[src/rtl/roman_pkg.sv]
package roman_pkg;

  localparam int VAL_W = 11;

  typedef struct packed {
    logic pendLoad;  // capture incoming symbol as the pending one
    logic commit;    // fold pending symbol into the total
    logic setErr;    // illegal byte seen
    logic finish;    // terminator: publish result and clear
  } strobes_t;

  function automatic logic [VAL_W-1:0] symVal(input logic [7:0] ch);
    case (ch)
      8'h49:   symVal = VAL_W'(1);
      8'h56:   symVal = VAL_W'(5);
      8'h58:   symVal = VAL_W'(10);
      8'h4C:   symVal = VAL_W'(50);
      8'h43:   symVal = VAL_W'(100);
      8'h44:   symVal = VAL_W'(500);
      8'h4D:   symVal = VAL_W'(1000);
      default: symVal = '0;
    endcase
  endfunction

endpackage

[src/rtl/roman_ctrl.sv]
module roman_ctrl
  import roman_pkg::*;
(
  input  logic     clk,
  input  logic     rstN,
  input  logic     inValid,
  input  logic     isTerm,
  input  logic     isLegal,
  output logic     inReady,
  output strobes_t strb
);

  typedef enum logic [1:0] {ST_EMPTY, ST_HELD, ST_DONE} state_t;
  state_t state, stateNext;

  logic accept;

  assign inReady = (state != ST_DONE);
  assign accept  = inValid && inReady;

  always_comb begin
    stateNext = state;
    strb      = '0;
    case (state)
      ST_EMPTY: if (accept) begin
        if (isTerm) begin
          strb.finish = 1'b1;
          stateNext   = ST_DONE;
        end else if (isLegal) begin
          strb.pendLoad = 1'b1;
          stateNext     = ST_HELD;
        end else begin
          strb.setErr = 1'b1;
        end
      end
      ST_HELD: if (accept) begin
        if (isTerm) begin
          strb.commit = 1'b1;
          strb.finish = 1'b1;
          stateNext   = ST_DONE;
        end else if (isLegal) begin
          strb.commit   = 1'b1;
          strb.pendLoad = 1'b1;
        end else begin
          strb.setErr = 1'b1;
        end
      end
      default: stateNext = ST_EMPTY;
    endcase
  end

  always_ff @(posedge clk or negedge rstN) begin
    if (!rstN) state <= ST_EMPTY;
    else       state <= stateNext;
  end


  term_blocks_chk: assert property (@(posedge clk) disable iff (!rstN)
    (inValid && inReady && isTerm) |=> !inReady);


  ready_returns_chk: assert property (@(posedge clk) disable iff (!rstN)
    !inReady |=> inReady);


  idle_quiet_chk: assert property (@(posedge clk) disable iff (!rstN)
    !inValid |-> (strb == '0));

endmodule

[src/rtl/roman_dpath.sv]
module roman_dpath
  import roman_pkg::*;
#(
  parameter int SUM_W = 16
) (
  input  logic                    clk,
  input  logic                    rstN,
  input  logic [7:0]              inByte,
  input  strobes_t                strb,
  output logic                    isTerm,
  output logic                    isLegal,
  output logic                    outDone,
  output logic signed [SUM_W-1:0] outSum,
  output logic                    outErr
);

  localparam int PAD_W = SUM_W - VAL_W;

  logic [VAL_W-1:0]        inVal, pendVal;
  logic signed [SUM_W-1:0] accReg, pendExt, delta, accNext;
  logic                    errReg, errNext;

  assign inVal   = symVal(inByte);
  assign isTerm  = (inByte == 8'h00);
  assign isLegal = (inVal != '0);

  assign pendExt = {{PAD_W{1'b0}}, pendVal};
  assign delta   = (pendVal < inVal) ? -pendExt : pendExt;
  assign accNext = strb.commit ? accReg + delta : accReg;
  assign errNext = errReg | strb.setErr;

  always_ff @(posedge clk or negedge rstN) begin
    if (!rstN) begin
      accReg  <= '0;
      pendVal <= '0;
      errReg  <= 1'b0;
      outDone <= 1'b0;
      outSum  <= '0;
      outErr  <= 1'b0;
    end else begin
      if (strb.pendLoad) pendVal <= inVal;
      if (strb.finish) begin
        outDone <= 1'b1;
        outSum  <= accNext;
        outErr  <= errNext;
        accReg  <= '0;
        errReg  <= 1'b0;
      end else begin
        outDone <= 1'b0;
        outSum  <= '0;
        outErr  <= 1'b0;
        accReg  <= accNext;
        errReg  <= errNext;
      end
    end
  end


  done_pulse_chk: assert property (@(posedge clk) disable iff (!rstN)
    outDone |=> !outDone);


  quiet_outputs_chk: assert property (@(posedge clk) disable iff (!rstN)
    !outDone |-> (outSum == '0 && !outErr));


  err_kept_chk: assert property (@(posedge clk) disable iff (!rstN)
    (strb.setErr && !strb.finish) |=> (errReg || outDone));


  fresh_start_chk: assert property (@(posedge clk) disable iff (!rstN)
    outDone |-> (accReg == '0 && !errReg));

endmodule

[src/rtl/roman_stream_dec.sv]
module roman_stream_dec
  import roman_pkg::*;
#(
  parameter int SUM_W = 16
) (
  input  logic                    clk,
  input  logic                    rstN,
  input  logic                    inValid,
  output logic                    inReady,
  input  logic [7:0]              inByte,
  output logic                    outDone,
  output logic signed [SUM_W-1:0] outSum,
  output logic                    outErr
);

  strobes_t strb;
  logic     isTerm, isLegal;

  roman_ctrl ctrl_i (
    .clk     (clk),
    .rstN    (rstN),
    .inValid (inValid),
    .isTerm  (isTerm),
    .isLegal (isLegal),
    .inReady (inReady),
    .strb    (strb)
  );

  roman_dpath #(.SUM_W(SUM_W)) dpath_i (
    .clk     (clk),
    .rstN    (rstN),
    .inByte  (inByte),
    .strb    (strb),
    .isTerm  (isTerm),
    .isLegal (isLegal),
    .outDone (outDone),
    .outSum  (outSum),
    .outErr  (outErr)
  );

endmodule

[config.mk]
export PLATFORM = sky130hd
export DESIGN_NAME = roman_stream_dec
export DESIGN_NICKNAME = d
export VERILOG_FILES = /design/src/rtl/roman_pkg.sv /design/src/rtl/roman_ctrl.sv /design/src/rtl/roman_dpath.sv /design/src/rtl/roman_stream_dec.sv
export SDC_FILE = /design/constraint.sdc
export NUM_CORES = 1
export LEC_CHECK = 0
export CELL_PAD_IN_SITES_DETAIL_PLACEMENT = 1
export CELL_PAD_IN_SITES_GLOBAL_PLACEMENT = 1
export CORE_UTILIZATION = 48
export DETAILED_ROUTE_END_ITERATION = 8
export GPL_ROUTABILITY_DRIVEN = 1
export PLACE_DENSITY_LB_ADDON = 0.1
export SYNTH_ARGS = -nofsm -noshare
export SYNTH_HDL_FRONTEND = slang
export SYNTH_SLANG_ARGS = --single-unit
export TNS_END_PERCENT = 5
[constraint.sdc]
create_clock -name clk -period 8.5 [get_ports clk]
set_input_delay 1.7 -clock clk [delete_from_list [all_inputs] [get_ports clk]]
set_output_delay 1.7 -clock clk [all_outputs]
set_load 0.02 [all_outputs]
==> run metrics, run 1 <==
status completed; CTS HTree Levels 2; Slew headroom 32.4%; die area 6790 um2; Routed Wire Length 7570 um; Syn Std Cell Area 3100 um2; ANT nets after route 0; top-area cell type share of the netlist area 37.1%; Clock Sinks 46; endpoints failing hold 0; Critical Path RT 8.69 ns; Post-Syn Area per Cell 9.02 um2; Reg area 1150 um2; multi-input logic area 1840 um2; Slew @ Worst Pin 1.01 ns; via count of the routed design 2624; DP HPWL 5820 um; fin crit share 73.9%; most area-hungry cell type in the Yosys netlist dfrtp_1; Power Density 132 nW/um2; pin count of the biggest net entering global routing 47; All-Layer GR Usage 25.3%; Inserted Clock Buffers 5; initial antenna violation count 0; flop2flop setup slack 4.45 ns; FMAX 159 MHz; gpl congestion 0.872; routed length per placed instance 17.0 um; critical path startpoint category input pin; Resized Gates After CTS 0; port buffer count 29; share of layout cells above drive strength 1 4.34%; Sum Neg Setup Slack 0 ns; unrepaired setup endpoints after global routing false; std cell rows 28; Final Core Density 58.2%; most common cell after layout, fill and taps aside dfrtp_1; critical path class in -> reg; grt ovf 0; starting DRC count in detailed routing 81; post-synthesis cell count 344; Max clock buf depth 2; clock edge transition at the registers on the reported setup and hold paths 0.09 ns; Filler Cells Inserted 709; Worst Hold Class reg -> reg; number of remaining DRC errors 0; final critical-path required period 6.28 ns; setup bufs post-CTS 0; CTS tree built; top cells by area, synth dfrtp_1 (37%), ha_1 (11%), nor2_1 (5.2%); hold slack 0.457 ns; Yosys reg bits 46; Post-DP Area 3420 um2; clk_lat worst skew 0.30 ns; starting density of the core 51.2%; via-per-instance ratio 5.91; critical path arrival 6.47 ns; Die Y 82.4 um; CTS Root Cell clkbuf_8; Max-Cap Viols 0; count of different cell masters after synthesis 54; min setup slack post-route 2.22 ns; most frequent cells in the layout dfrtp_1 (46), nor2_1 (43), nand2_1 (33); Core ar. 6060 um2; Antenna diodes 0; pre-CTS setup slack 1.94 ns; finished layout cell area 3530 um2; Final Max Slew Viols 0; YS warnings 0; Area Overhead vs Synth 13.8%; Crit Path Max Fanout 12; Layout Skew 0.00525 ns; crit end category register; final-report setup violation count 0; top-level port count 30; Die W 82.4 um; drt pass-1 iters 4; number of global-route vias before repair 2679; Primary FF master, synth dfrtp_1; Async SR Flop Fraction 100%; Post-synth EDFFs 0; Hold Buf Count CTS 0; first-pass GRT wire length 12900 um; sequential share of the synthesized area 37.1%; P_leak 1.67 nW; Syn Nets 383; Layout Nets 407; Worst IR Drop VDD 69.6 uV
-- power by group --
group	switching, mW	leakage, nW	internal (mW)
Combinational	0.0417	0.993	0.0286
Sequential	0.00592	0.623	0.226
Clock	0.0747	0.0524	0.0881
Total	0.122	1.67	0.343
-- synthesized netlist by cell type (all sizes together), types with 7 or more instances --
master,n
a211oi,8
a21oi,23
dfrtp,46
ha,27
inv,13
mux2i,9
nand2,34
nor2,43
nor3,7
o21a,11
o21ai,19
xnor2,7
xor2,11
-- layout make-up --
class	instances	share of cell area, %
clock inverter	1	0.851
tap	75	2.66
sequential	46	32.6
timing repair buffer	29	8.08
inverter	13	1.38
multi-input combinational	273	52.3
clock buffer	7	2.16
-- worst max-delay path: stages --
cell	delay [ns]
clkdlybuf4s50_1	0.62
nor2_1	0.31
nand2_1	0.10
o22ai_1	0.18
nand3_1	0.14
ha_1	0.21
or3_1	0.37
o31a_1	0.33
o21ai_2	0.16
nand2_2	0.13
a31oi_1	0.23
xor2_1	0.21
ha_1	0.28
a21oi_1	0.19
a21oi_1	0.11
o21a_1	0.22
o21a_1	0.23
o32ai_1	0.32
xor2_1	0.14
a211oi_1	0.29
-- through the flow --
| step | std cells | power [mW] |
|---|---|---|
| final | 444 | 0.465 |
| after detailed placement | 436 | 0.307 |
| after global routing | 444 | 0.485 |
| after CTS | 444 | 0.469 |
| after floorplan | 344 | 0.285 |
| after global placement | 436 | 0.303 |
-- final timing paths --
kind,from,end,cells past startpoint
hold reg to reg,ctrl_i.state[1],ctrl_i.state[0],1
max in group asynchronous,rstN,dpath_i.outSum[1],1
min in group asynchronous,rstN,dpath_i.accReg[5],1
setup reg to reg,dpath_i.pendVal[2],dpath_i.accReg[12],15
setup / recovery,inByte[0],dpath_i.accReg[12],20
hold / removal,ctrl_i.state[1],ctrl_i.state[0],1
-- kinds of logic (layout without fill, tap and decap cells) --
family | count (synthesis) | after routing | share of synthesized area, %
buffers and inverters | 25 | 50 | 3.43
adders and majority gates | 28 | 28 | 11.5
AOI/OAI and AO/OA | 95 | 95 | 20.7
DFF | 46 | 46 | 37.1
xor gates and xnor gates | 18 | 18 | 5.08
muxes | 12 | 12 | 3.99
and+or+nand+nor | 120 | 120 | 18.1
-- sequential cells by signal, indices dropped and copies added, names as in the netlist --
signal and count:
dpath_i.accReg 16, dpath_i.outSum 16, dpath_i.pendVal 9, ctrl_i.state 2, dpath_i.errReg 1, dpath_i.outDone 1
dpath_i.outErr 1
-- per-layer routing --
layer  wire (um)  vias up  global-route usage, %  part of all wire (%)
met5           0        -                      0                     0
met4          98        0                   5.96                   1.3
met3         284       11                   3.85                   3.8
met2        3800       55                   45.8                    50
met1        3380     1280                   31.3                    45
li1            -     1278                      -                     -
(Power assumes the default switching activity.)
==> run 2, diff against run 1 <==
CORE_UTILIZATION = 44   (was 48)
clock period = 6.5 ns   (was 8.5 ns; I/O delays follow)
==> run 2 against run 1 <==
  * Total power grew 31%
  * Via count shrank 1.5%
  * Clock skew grew 0.0048 ns
  * Critical path type unchanged
  * Critical endpoint is now dpath_i.outSum[12]
  * Largest cell class unchanged
  * Highest routed layer unchanged
==> run metrics, run 2 (synthesis gave the netlist of run 1 again) <==
unrepaired setup endpoints after global routing false; Resized Gates After CTS 0 (unchanged); top-level port count 30 (unchanged); Antenna diodes 0 (unchanged); clock share of power 35.1% (about the same); Slew @ Worst Pin 1.01 ns (-0.00465 ns); Inserted Clock Buffers 5 (unchanged); number of remaining DRC errors 0 (unchanged); FMAX 171 MHz; Sum Neg Setup Slack 0 ns (unchanged); Worst Hold Class reg -> reg; Layout Nets 409 (+0.49%); std cell rows 30 (+7.1%); Critical Path RT 6.69 ns (-2.00 ns); Worst IR Drop VDD 107 uV (+53%); Die Y 86.0 um (+4.3%); gpl congestion 0.908 (+4.2%); grt ovf 0 (unchanged); Power Internal 449 uW (+31%); Post-DP Area 3460 um2 (+1.2%); clk_lat worst skew 0.30 ns (about the same); most common cell after layout, fill and taps aside dfrtp_1; number of global-route vias before repair 2574 (-3.9%); DP HPWL 5720 um (-1.8%); critical path class in -> reg; CTS Root Cell clkbuf_8; Sw Ratio 26.5% (+0.18 points); port buffer count 29 (unchanged); via count of the routed design 2585 (-1.5%); setup bufs post-CTS 0 (unchanged); clock edge transition at the registers on the reported setup and hold paths 0.08 ns (about the same); first-pass GRT wire length 12400 um (-3.9%); CTS tree built; share of layout cells above drive strength 1 5.12% (+0.79 points); Filler Cells Inserted 805 (+14%); starting density of the core 45.7% (-5.5 points); critical path startpoint category input pin; most frequent cells in the layout dfrtp_1 (46), nor2_1 (43), nand2_1 (33); Power Density 171 nW/um2 (+30%); pin count of the biggest net entering global routing 47 (unchanged); routed length per placed instance 15.9 um (-6.5%); All-Layer GR Usage 21.3% (-4.0 points); Slew headroom 32.7% (+0.31 points); status completed; sequential share of power 49.7% (-0.2 points); biggest regs dpath_i.accReg (16), dpath_i.outSum (16), dpath_i.pendVal (9); final critical-path required period 5.85 ns; initial antenna violation count 0 (unchanged); Max-Cap Viols 0 (unchanged); Core ar. 6790 um2 (+12%); Crit Path Max Fanout 13 (+1); via-per-instance ratio 5.54 (-6.3%); Die W 86.0 um (+4.3%); ANT nets after route 0 (unchanged); hold slack 0.469 ns (+0.0115 ns); CTS HTree Levels 2 (unchanged); endpoints failing hold 0 (unchanged); critical path arrival 6.05 ns (-0.42 ns); Area Overhead vs Synth 15.2%; Hold Buf Count CTS 0 (unchanged); P_leak 1.68 nW (+0.51%); die area 7390 um2 (+8.9%); Layout Skew 0.0101 ns (+0.00481 ns); logic gate share of total power 15.2% (about the same); final-report setup violation count 0 (unchanged); Switch Pwr 162 uW (+32%); Clock Sinks 46 (unchanged); Max clock buf depth 2 (unchanged); crit end category register; fin crit share 90.0%; drt pass-1 iters 4 (unchanged); starting DRC count in detailed routing 49 (-40%); finished layout cell area 3570 um2 (+1.3%); Final Max Slew Viols 0 (unchanged); Routed Wire Length 7440 um (-1.6%)
[run 2: path summary, 6_finish.rpt]
path                       slack (ns)                from  cells after the start                  to
max                              0.65           inByte[4]                     20  dpath_i.outSum[12]
min                              0.47     ctrl_i.state[1]                      1     ctrl_i.state[0]
max reg2reg                      2.31  dpath_i.pendVal[8]                     14  dpath_i.outSum[12]
min reg2reg                      0.47     ctrl_i.state[1]                      1     ctrl_i.state[0]
max in group asynchronous        4.71                rstN                      1   dpath_i.accReg[0]
min in group asynchronous        1.17                rstN                      1  dpath_i.accReg[14]
[run 2: area by class of cell]
class / instances / area [um2] / share of cell area (%)
Sequential cell: 46 / 1150 / 32.2
Clock buffer: 6 / 72.6 / 2.03
Multi-Input combinational cell: 273 / 1840 / 51.6
Tap cell: 96 / 120 / 3.36
Clock inverter: 2 / 37.5 / 1.05
Inverter: 13 / 48.8 / 1.37
Timing Repair Buffer: 31 / 300 / 8.40
[run 2: power groups by stage]
| stage | logic (mW) | registers [mW] | clock network (mW) |
|---|---|---|---|
| final | 0.0926 | 0.304 | 0.215 |
| after CTS | 0.0939 | 0.304 | 0.223 |
| after global placement | 0.0889 | 0.309 | 0 |
| after global routing | 0.104 | 0.305 | 0.230 |
| after floorplan | 0.0660 | 0.307 | 0 |
| after detailed placement | 0.0935 | 0.309 | 0 |
[run 2: per-stage QoR]
stage          setup WS [ns]  total power [mW]  utilization, %  std cells
4_1_cts                0.638             0.620            52.6        467
3_3_place_gp           0.428             0.398            51.0        459
5_1_grt                0.254             0.639            52.6        467
3_5_place_dp           0.337             0.403            51.0        459
6_report               0.647             0.611            52.6        467
2_1_floorplan           1.40             0.373               -        344
[run 2: critical path: stages]
cell,delay (ns)
clkdlybuf4s50_1,0.74
and3b_1,0.22
a21oi_1,0.06
o22ai_1,0.15
nand3_1,0.12
ha_1,0.21
or3_1,0.37
o31a_1,0.32
o21ai_2,0.16
nand2_2,0.14
a31oi_1,0.23
xor2_1,0.22
ha_1,0.30
a21oi_1,0.21
a21oi_1,0.12
o21a_1,0.24
o21a_1,0.23
o32ai_1,0.32
xor2_1,0.13
a211oi_1,0.25
[run 2: per-layer routing]
metal,track usage (%),vias up,share of wire [%]
li1,-,1281,-
met1,27.9,1269,48
met2,36.9,24,49
met3,2.69,11,1.4
met4,6.21,0,1.9
met5,0,-,0
